$ cat src/rtl/nvseq_pkg.sv
package nvseq_pkg;

  typedef enum logic [1:0] {
    OP_READ  = 2'b00,
    OP_PROG  = 2'b01,
    OP_ERASE = 2'b10,
    OP_RSVD  = 2'b11
  } op_e;

  typedef enum logic [2:0] {
    ST_IDLE   = 3'd0,
    ST_CHECK  = 3'd1,
    ST_SENSE  = 3'd2,
    ST_PULSE  = 3'd3,
    ST_VERIFY = 3'd4
  } state_e;

endpackage

$ cat src/rtl/nvseq_flags.sv
module nvseq_flags #(
  parameter int NBLK = 4,
  parameter int BW = 2,
  parameter logic [NBLK-1:0] INIT_FAIL = '0,
  parameter logic [NBLK-1:0] INIT_WINH = '0,
  parameter logic [NBLK-1:0] INIT_RINH = '0
) (
  input  logic            clk,
  input  logic            rst,
  input  logic [BW-1:0]   sel_blk,
  input  logic            set_fail,
  input  logic            set_winh,
  output logic            sel_fail,
  output logic            sel_winh,
  output logic            sel_rinh,
  output logic [NBLK-1:0] fail_vec,
  output logic [NBLK-1:0] winh_vec,
  output logic [NBLK-1:0] rinh_vec
);

  logic [NBLK-1:0] fail_q;
  logic [NBLK-1:0] winh_q;
  logic [NBLK-1:0] rinh_q;

  for (genvar i = 0; i < NBLK; i++) begin : g_blk
    logic hit;
    assign hit = (sel_blk == BW'(i));

    always_ff @(posedge clk) begin
      if (rst) begin
        fail_q[i] <= INIT_FAIL[i];
        winh_q[i] <= INIT_WINH[i];
        rinh_q[i] <= INIT_RINH[i];
      end else begin
        if (set_fail && hit) fail_q[i] <= 1'b1;
        if (set_winh && hit) winh_q[i] <= 1'b1;
      end
    end
  end

  assign sel_fail = fail_q[sel_blk];
  assign sel_winh = winh_q[sel_blk];
  assign sel_rinh = rinh_q[sel_blk];
  assign fail_vec = fail_q;
  assign winh_vec = winh_q;
  assign rinh_vec = rinh_q;


  fail_sticky_chk: assert property (@(posedge clk) disable iff (rst)
    ((fail_q & $past(fail_q)) == $past(fail_q)));


  winh_sticky_chk: assert property (@(posedge clk) disable iff (rst)
    ((winh_q & $past(winh_q)) == $past(winh_q)));

endmodule

$ cat src/rtl/nvseq_iter.sv
module nvseq_iter #(
  parameter int CW = 8
) (
  input  logic          clk,
  input  logic          rst,
  input  logic          load,
  input  logic [CW-1:0] budget,
  input  logic          step,
  output logic          last_try
);

  logic [CW-1:0] cnt_q;
  logic [CW-1:0] lim_q;
  logic [CW:0]   cnt_next;

  assign cnt_next = {1'b0, cnt_q} + (CW+1)'(1);
  assign last_try = (cnt_next >= {1'b0, lim_q});

  always_ff @(posedge clk) begin
    if (rst) begin
      cnt_q <= '0;
      lim_q <= CW'(1);
    end else if (load) begin
      cnt_q <= '0;
      lim_q <= (budget == '0) ? CW'(1) : budget;
    end else if (step && !last_try) begin
      cnt_q <= cnt_next[CW-1:0];
    end
  end


  budget_bound_chk: assert property (@(posedge clk) disable iff (rst)
    (cnt_q < lim_q));

endmodule

$ cat src/rtl/nvseq_ctrl.sv
module nvseq_ctrl
  import nvseq_pkg::*;
#(
  parameter int BW = 2,
  parameter int DW = 8,
  parameter int BOOT_BLK = 0
) (
  input  logic          clk,
  input  logic          rst,
  input  logic          cmd_valid,
  input  logic [1:0]    cmd_op,
  input  logic [BW-1:0] cmd_blk,
  output logic          busy,
  output logic [BW-1:0] cur_blk,
  output logic          iter_load,
  output logic          iter_step,
  input  logic          iter_last,
  input  logic          blk_fail,
  input  logic          blk_winh,
  input  logic          blk_rinh,
  output logic          set_fail,
  output logic          set_winh,
  output logic          pulse_req,
  input  logic          pulse_ack,
  output logic          verify_req,
  input  logic          verify_ack,
  input  logic          verify_pass,
  output logic          sense_req,
  input  logic          sense_done,
  input  logic [DW-1:0] sense_data,
  output logic          done,
  output logic          fail,
  output logic [DW-1:0] rd_data
);

  state_e        state_q, state_d;
  op_e           op_q;
  logic [BW-1:0] blk_q;
  logic          refuse;
  logic          is_write;
  logic          finish_ok;
  logic          finish_bad;

  assign is_write = (op_q == OP_PROG) || (op_q == OP_ERASE);
  assign refuse   = blk_fail || (op_q == OP_RSVD) ||
                    (is_write && blk_winh) ||
                    ((op_q == OP_READ) && blk_rinh);

  always_comb begin
    state_d    = state_q;
    iter_load  = 1'b0;
    iter_step  = 1'b0;
    set_fail   = 1'b0;
    set_winh   = 1'b0;
    finish_ok  = 1'b0;
    finish_bad = 1'b0;
    case (state_q)
      ST_IDLE: begin
        if (cmd_valid) begin
          iter_load = 1'b1;
          state_d   = ST_CHECK;
        end
      end
      ST_CHECK: begin
        if (refuse) begin
          finish_bad = 1'b1;
          state_d    = ST_IDLE;
        end else if (op_q == OP_READ) begin
          state_d = ST_SENSE;
        end else begin
          state_d = ST_PULSE;
        end
      end
      ST_SENSE: begin
        if (sense_done) begin
          finish_ok = 1'b1;
          state_d   = ST_IDLE;
        end
      end
      ST_PULSE: begin
        if (pulse_ack) state_d = ST_VERIFY;
      end
      ST_VERIFY: begin
        if (verify_ack) begin
          if (verify_pass) begin
            finish_ok = 1'b1;
            set_winh  = (op_q == OP_PROG) && (blk_q == BW'(BOOT_BLK));
            state_d   = ST_IDLE;
          end else if (iter_last) begin
            finish_bad = 1'b1;
            set_fail   = 1'b1;
            state_d    = ST_IDLE;
          end else begin
            iter_step = 1'b1;
            state_d   = ST_PULSE;
          end
        end
      end
      default: state_d = ST_IDLE;
    endcase
  end

  always_ff @(posedge clk) begin
    if (rst) begin
      state_q <= ST_IDLE;
      op_q    <= OP_READ;
      blk_q   <= '0;
      done    <= 1'b0;
      fail    <= 1'b0;
      rd_data <= '0;
    end else begin
      state_q <= state_d;
      done    <= finish_ok || finish_bad;
      if (finish_ok || finish_bad) fail <= finish_bad;
      if ((state_q == ST_SENSE) && sense_done) rd_data <= sense_data;
      if ((state_q == ST_IDLE) && cmd_valid) begin
        op_q  <= op_e'(cmd_op);
        blk_q <= cmd_blk;
      end
    end
  end

  assign busy       = (state_q != ST_IDLE);
  assign cur_blk    = blk_q;
  assign pulse_req  = (state_q == ST_PULSE);
  assign verify_req = (state_q == ST_VERIFY);
  assign sense_req  = (state_q == ST_SENSE);


  done_one_shot_chk: assert property (@(posedge clk) disable iff (rst)
    done |=> !done);


  no_access_failed_chk: assert property (@(posedge clk) disable iff (rst)
    (pulse_req || sense_req) |-> !blk_fail);


  read_latency_chk: assert property (@(posedge clk) disable iff (rst)
    ((state_q == ST_SENSE) && sense_done) |=> (done && !fail));


  boot_lock_chk: assert property (@(posedge clk) disable iff (rst)
    (done && !fail && (op_q == OP_PROG) && (blk_q == BW'(BOOT_BLK))) |-> blk_winh);


  winh_refuse_chk: assert property (@(posedge clk) disable iff (rst)
    ((state_q == ST_CHECK) && is_write && blk_winh) |=> (done && fail && !pulse_req));

endmodule

$ cat src/rtl/nvseq_top.sv
module nvseq_top #(
  parameter int NBLK = 4,
  parameter int DW = 8,
  parameter int CW = 8,
  parameter int BOOT_BLK = 0,
  parameter logic [NBLK-1:0] INIT_FAIL = '0,
  parameter logic [NBLK-1:0] INIT_WINH = '0,
  parameter logic [NBLK-1:0] INIT_RINH = '0,
  localparam int BW = (NBLK > 1) ? $clog2(NBLK) : 1
) (
  input  logic            clk,
  input  logic            rst,
  input  logic            cmd_valid,
  input  logic [1:0]      cmd_op,
  input  logic [BW-1:0]   cmd_blk,
  input  logic [CW-1:0]   budget,
  output logic            busy,
  output logic            pulse_req,
  input  logic            pulse_ack,
  output logic            verify_req,
  input  logic            verify_ack,
  input  logic            verify_pass,
  output logic            sense_req,
  input  logic            sense_done,
  input  logic [DW-1:0]   sense_data,
  output logic            done,
  output logic            fail,
  output logic [DW-1:0]   rd_data,
  output logic [NBLK-1:0] blk_failed,
  output logic [NBLK-1:0] blk_winh,
  output logic [NBLK-1:0] blk_rinh
);

  logic [BW-1:0] cur_blk;
  logic iter_load, iter_step, iter_last;
  logic sel_fail, sel_winh, sel_rinh;
  logic set_fail, set_winh;

  nvseq_flags #(
    .NBLK(NBLK), .BW(BW),
    .INIT_FAIL(INIT_FAIL), .INIT_WINH(INIT_WINH), .INIT_RINH(INIT_RINH)
  ) flags_i (
    .clk(clk), .rst(rst), .sel_blk(cur_blk),
    .set_fail(set_fail), .set_winh(set_winh),
    .sel_fail(sel_fail), .sel_winh(sel_winh), .sel_rinh(sel_rinh),
    .fail_vec(blk_failed), .winh_vec(blk_winh), .rinh_vec(blk_rinh)
  );

  nvseq_iter #(.CW(CW)) iter_i (
    .clk(clk), .rst(rst), .load(iter_load), .budget(budget),
    .step(iter_step), .last_try(iter_last)
  );

  nvseq_ctrl #(.BW(BW), .DW(DW), .BOOT_BLK(BOOT_BLK)) ctrl_i (
    .clk(clk), .rst(rst),
    .cmd_valid(cmd_valid), .cmd_op(cmd_op), .cmd_blk(cmd_blk),
    .busy(busy), .cur_blk(cur_blk),
    .iter_load(iter_load), .iter_step(iter_step), .iter_last(iter_last),
    .blk_fail(sel_fail), .blk_winh(sel_winh), .blk_rinh(sel_rinh),
    .set_fail(set_fail), .set_winh(set_winh),
    .pulse_req(pulse_req), .pulse_ack(pulse_ack),
    .verify_req(verify_req), .verify_ack(verify_ack), .verify_pass(verify_pass),
    .sense_req(sense_req), .sense_done(sense_done), .sense_data(sense_data),
    .done(done), .fail(fail), .rd_data(rd_data)
  );

endmodule

$ cat config.mk
export PLATFORM = sky130hd
export DESIGN_NAME = nvseq_top
export DESIGN_NICKNAME = d
export VERILOG_FILES = /design/src/rtl/nvseq_pkg.sv /design/src/rtl/nvseq_flags.sv /design/src/rtl/nvseq_iter.sv /design/src/rtl/nvseq_ctrl.sv /design/src/rtl/nvseq_top.sv
export SDC_FILE = /design/constraint.sdc
export NUM_CORES = 1
export LEC_CHECK = 0
export BUFFER_PORTS_ARGS = -buffer_cell sky130_fd_sc_hd__buf_4
export CORE_MARGIN = 10
export CORE_UTILIZATION = 53
export DETAILED_ROUTE_END_ITERATION = 16
export PLACE_DENSITY = 0.8
export SYNTH_ARGS = -nofsm -noshare
export SYNTH_HDL_FRONTEND = slang
export SYNTH_SLANG_ARGS = --single-unit
export TNS_END_PERCENT = 1
$ cat constraint.sdc
create_clock -name clk -period 4.1 [get_ports clk]
set_clock_uncertainty 0.1 [all_clocks]
set_input_delay 0.41 -clock clk [delete_from_list [all_inputs] [get_ports clk]]
set_output_delay 0.41 -clock clk [all_outputs]
set_load 0.05 [all_outputs]
# Yosys cells after proc, flatten, opt, wreduce, memory -nomap -nowiden
# Index checks and enable logic that the tools add are counted.
# op_classes
n_addsub	1
n_lt_le_gt_ge	2
eq_ne	14
mux	35
reduce_logical	27
# ops
operator	n
2-to-1 mux 1 bit	21
2-to-1 mux 3 bit	6
case mux 3 bit (5 select lines)	1
logical AND 1 bit	14
adder 8 x 1 -> 9 bit (second input constant)	1
greater-or-equal comparator 9 x 8 -> 1 bit	1
equality test 2 bit (second input constant)	4
logical NOT 8 bit	1
2-to-1 mux 8 bit	1
binary-select mux 1 bit (select 2 bit)	3
equality test 3 x 2 -> 1 bit (second input constant)	2
inequality test 2 x 1 -> 1 bit (second input constant)	3
logical OR 1 bit	5
equality test 2 x 1 -> 1 bit (second input constant)	2
logical NOT 2 bit	2
case mux 1 bit (2 select lines)	2
AND reduction 4 bit	1
equality test 3 x 1 -> 1 bit (second input constant)	1
equality test 3 bit (second input constant)	1
logical NOT 3 bit	1
< comparator 2 x 3 -> 1 bit (second input constant)	1
nonzero test 3 bit	1
2-to-1 mux 2 bit	1
inequality test 2 bit (second input constant)	1
2 further kinds	2
# totals
ff_bits	41
input_bits	27
out_inout_bits	26
elab_cells	95

# Depth between registers and ports, before layout
# logic_depth
word_depth	8
ltp_mapped	11
mapped_depth_nobuf	10

# Cells and area by module
# Synthesis repeated with hierarchy kept, for this count alone.
# unflattened
cells_unflattened	257
hier_area_um2	2268.4
# modules_own_cells
mod	instances	cells_each	area_each_um2	seq_area_each_um2
nvseq_iter	1	113	983.4	320.3
nvseq_ctrl	1	103	895.9	340.3
nvseq_flags	1	41	389.1	160.2

# Least setup slack after synthesis
# Ideal clock, no wire load.
# synth_timing
kind	reg2reg
from	reg iter_i.cnt_q[2]
to	reg iter_i.cnt_q[3]
setup_time_ps	70
arrival_time_ps	2641
required_time_ps	3930
setup_slack_ps	1289
path_stages_with_launch	12
path_buffers	1
period_less_slack_ps	2811
cell_sequence	dfxtp_1 and3_4 nand3_4 or2_4 xnor2_1 ha_1 and3_1 a221oi_2 nand3_2 buf_6 or4_1 a21oi_1
# synth_between
elab_chain_cells	7
word_cells_on_any_way	8
cone_classes	1 x add/sub; 1 x order compare; 4 x mux; 2 x reduce/logical
# synth_lines
item	line	text
from (decl)	nvseq_iter.sv:12	logic [CW-1:0] cnt_q;
from (signal assigned)	nvseq_iter.sv:27	cnt_q <= cnt_next[CW-1:0];
adder 8 x 1 -> 9 bit (*)	nvseq_iter.sv:16	assign cnt_next = {1'b0, cnt_q} + (CW+1)'(1);
net iter_i.cnt_next[7]	nvseq_iter.sv:14	logic [CW:0] cnt_next;
greater-or-equal comparator 9 x 8 -> 1 bit (*)	nvseq_iter.sv:17	assign last_try = (cnt_next >= {1'b0, lim_q});
2-to-1 mux 1 bit	nvseq_ctrl.sv:89	end else if (iter_last) begin
2-to-1 mux 1 bit	nvseq_ctrl.sv:85	if (verify_pass) begin
2-to-1 mux 1 bit	nvseq_ctrl.sv:84	if (verify_ack) begin
2-to-1 mux 1 bit	nvseq_ctrl.sv:57	case (state_q)
logical AND 1 bit (*)	nvseq_iter.sv:26	end else if (step && !last_try) begin
# Mark *: on every way through the listed nets, which the timed path passes. The rest lies on a longest branch.
# A chain may end at the register's enable or synchronous reset.

# Final worst setup path
# layout_timing
from	reg iter_i.cnt_q[2]
to	reg iter_i.cnt_q[6]
# The elaborated chain is that of the path after synthesis.

==> results.yml <==
run_status:
  status: "finished, final reports clean"
global_route:
  antenna_found_initial: 0
  grt_max_degree: 21
  grt_usage_pct: 13.9
  grt_first_pass_wirelength_mm: 8.27
  grt_pass1_vias: 1788
  grt-ovfl-total: 0
worst_setup_path:
  cp.required_ns: 4.21
  cp_cell_sequence: "and3_4 -> nand3_4 -> or2_4 -> xnor2_1 -> ha_1 -> and3_1 -> a221oi_2 -> nand3_2 -> or4_1 -> a21oi_1"
  critPathKind: "reg2reg"
  critPathSlowestCell: "or4_1"
  startpoint_type: "register"
  crit_path_max_fanout: 15
  crit_path_max_incr_delay_ns: 0.48
  critical_path_arrival_ns: 3.21
  endpoint_kind: "register"
routing:
  vias: 1874
  drt-initial-drc-count: 112
  drtAntennaViolNets: 0
  avgRoutedWirePerCell_um: 14.8
  wl_mm: 4.99
  firstDrtPassIters: 4
  drt-vias-per-instance: 5.54
  post-route-drc-count: 0
die:
  initial_core_util_pct: 56.1
  die_area_um2: 6920
  io_pins: 53
  fp.dieH_um: 83.2
  die_x_um: 83.2
  core_area_um2: 3770
  num_rows: 22
clock_tree:
  clock_sinks: 41
  post_cts_buffers: 0
  clkSlewWorstSetupHoldPaths_ns: 0.07
  postCtsHoldBufs: 0
  cts_resized: 0
  cts_buffers: 5
  h-tree-depth: 2
  clk_path_buf_depth: 2
  cts_tree: "done"
  cts-root-buf: "clkbuf_8"
  worstSkewPairLatency_ns: 0.30
worst_hold_path:
  min_path_type: "in2reg"
power:
  power_leakage_nw: 1.06
  ir_worst_vdd_v: 0.000239
  power_density_nw_per_um2: 341
  p_comb_share_pct: 19.1
  power.share.sequential_pct: 49.1
  p_clk_share_pct: 31.8
  p_int_mw: 0.612
  p_switching_mw: 0.263
  power.share.switching_pct: 30.1
final_layout:
  drive_gt1_share_pct: 22.4
  final_nets: 328
  area_growth_pct: 21.6
  final_core_util_pct: 68.2
  diodes: 0
yosys:
  synth-edff-count: 0
  synth_top_cell_by_area: "dfxtp_1"
  synthArstFlopShare_pct: 0
  synth_commonest_cells: "dfxtp_1 (41), nand2_1 (23), a21oi_1 (18), nor2_1 (17), inv_1 (14)"
  yosysMostFrequentCell: "dfxtp_1"
  synth-main-ff-cell: "dfxtp_1"
  synth_seq_cells: 41
  synth_warnings: 0
  synth.cell_area_um2: 2110
  ys_types: 50
  seq_area_frac_synth_pct: 38.8
  synth_area_per_cell_um2: 8.67
  yosys.area.top_type_share_pct: 38.8
  syn_inst: 244
  yosys-top-cells-area: "dfxtp_1 (39%), ha_1 (7.1%), a21oi_1 (4.3%)"
timing:
  finalHoldViolCount: 0
  tns_ns: 0
  finalSetupViolCount: 0
  final.period_utilization_pct: 75.6
  timing.fmax_mhz: 323
  rsz0062_at_grt: "no"
  finalCriticalPeriod_ns: 3.10
  worstMarginPinSlew_ns: 0.789
  finalMaxSlewViolations: 0
  slew_headroom_pct: 47.2
placement:
  place.gp.congestion: 0.824
  port_buffers: 48
  dpl.hpwl_mm: 3.92
job:
  maxCapViolCount: 0
==> critical path, delay by kind of cell (launching register included) <==
kind            cells  cell delay [ns]
fa+ha+maj           1             0.30
flops               1             0.43
simple gates        6             1.60
xor+xnor            1             0.13
compound gates      2             0.48
==> sequential cells by signal (all words and copies together) (netlist names) <==
register          count
ctrl_i.cur_blk        2
ctrl_i.done           1
ctrl_i.fail           1
ctrl_i.op_q           2
ctrl_i.rd_data        8
ctrl_i.state_q        3
flags_i.fail_vec      4
flags_i.winh_vec      4
iter_i.cnt_q          8
iter_i.lim_q          8
==> stage by stage <==
step / power [mW] / cell area, um^2 / hold slack, ns / setup WS [ns] / std cells
2_1_floorplan: 0.552 / 2130 / 0.357 / 1.29 / 247
3_3_place_gp: 0.601 / 2470 / 0.370 / 1.19 / 330
3_5_place_dp: 0.606 / 2470 / 0.375 / 1.03 / 330
4_1_cts: 0.879 / 2570 / 0.218 / 1.00 / 338
5_1_grt: 0.912 / 2570 / 0.236 / 0.829 / 338
6_report: 0.876 / 2570 / 0.220 / 1.00 / 338
==> final timing paths <==
kind                            start                  end  slack [ns]  cells after the start
setup / recovery      iter_i.cnt_q[2]      iter_i.cnt_q[6]        1.00                     10
hold / removal              cmd_op[0]       ctrl_i.op_q[0]        0.22                      3
setup reg to reg      iter_i.cnt_q[2]      iter_i.cnt_q[6]        1.00                     10
hold reg to reg   flags_i.fail_vec[3]  flags_i.fail_vec[3]        0.38                      2
==> logic make-up (layout without fill, tap and decap cells) <==
logic type      after synthesis  in the layout  share of synthesized area (%)
simple gates                 84             84                           21.4
compound gates               61             61                           19.2
flops                        41             41                           38.8
buf+inv                      30             73                           6.57
fa+ha+maj                    12             12                           7.10
mux                           9              9                           4.26
xor+xnor                      6              6                           2.49
other cells                   1              4                          0.177
==> placed cells by master, fill, tap and decap left out, types with 2 or more instances in the layout <==
cell type / instances
a21o_1: 3
a21oi_1: 18
a22o_1: 2
a31oi_1: 3
and3_1: 2
buf_4: 49
clkbuf_8: 6
conb_1: 4
dfxtp_1: 41
ha_1: 12
inv_1: 14
mux2i_1: 9
nand2_1: 23
nand2b_1: 2
nand3_1: 6
nand3b_1: 2
nor2_1: 17
nor2b_1: 6
nor3_1: 6
nor4_1: 3
o21ai_0: 12
o2bb2ai_1: 2
o31ai_1: 10
or3_1: 3
or4_1: 6
xnor2_1: 5
==> routing by layer <==
layer / share of wire, % / vias up / track usage, % / wire (um)
li1: - / 954 / - / -
met2: 48 / 41 / 22.9 / 2410
met3: 4.6 / 6 / 3.91 / 230
met5: 0 / - / 0 / 0
met4: 1.1 / 0 / 4.15 / 55
met1: 46 / 873 / 17.0 / 2300
==> final cells by class <==
class	count	area, um^2
well taps	48	60.1
fillers	336	1200
flip-flops and latches	41	821
repair buffers	49	368
inverters	16	60.1
clock inverters	2	13.8
multi-input cells	176	1170
clock buffers	6	82.6
==> power by group through the flow <==
stage	logic (mW)	registers, mW	clock network [mW]
global route	0.184	0.433	0.295
global placement	0.163	0.438	0
CTS	0.168	0.430	0.282
finish	0.168	0.430	0.278
floorplan	0.112	0.440	0
detailed placement	0.167	0.439	0
Note: power is estimated with default switching activity, not from simulation.
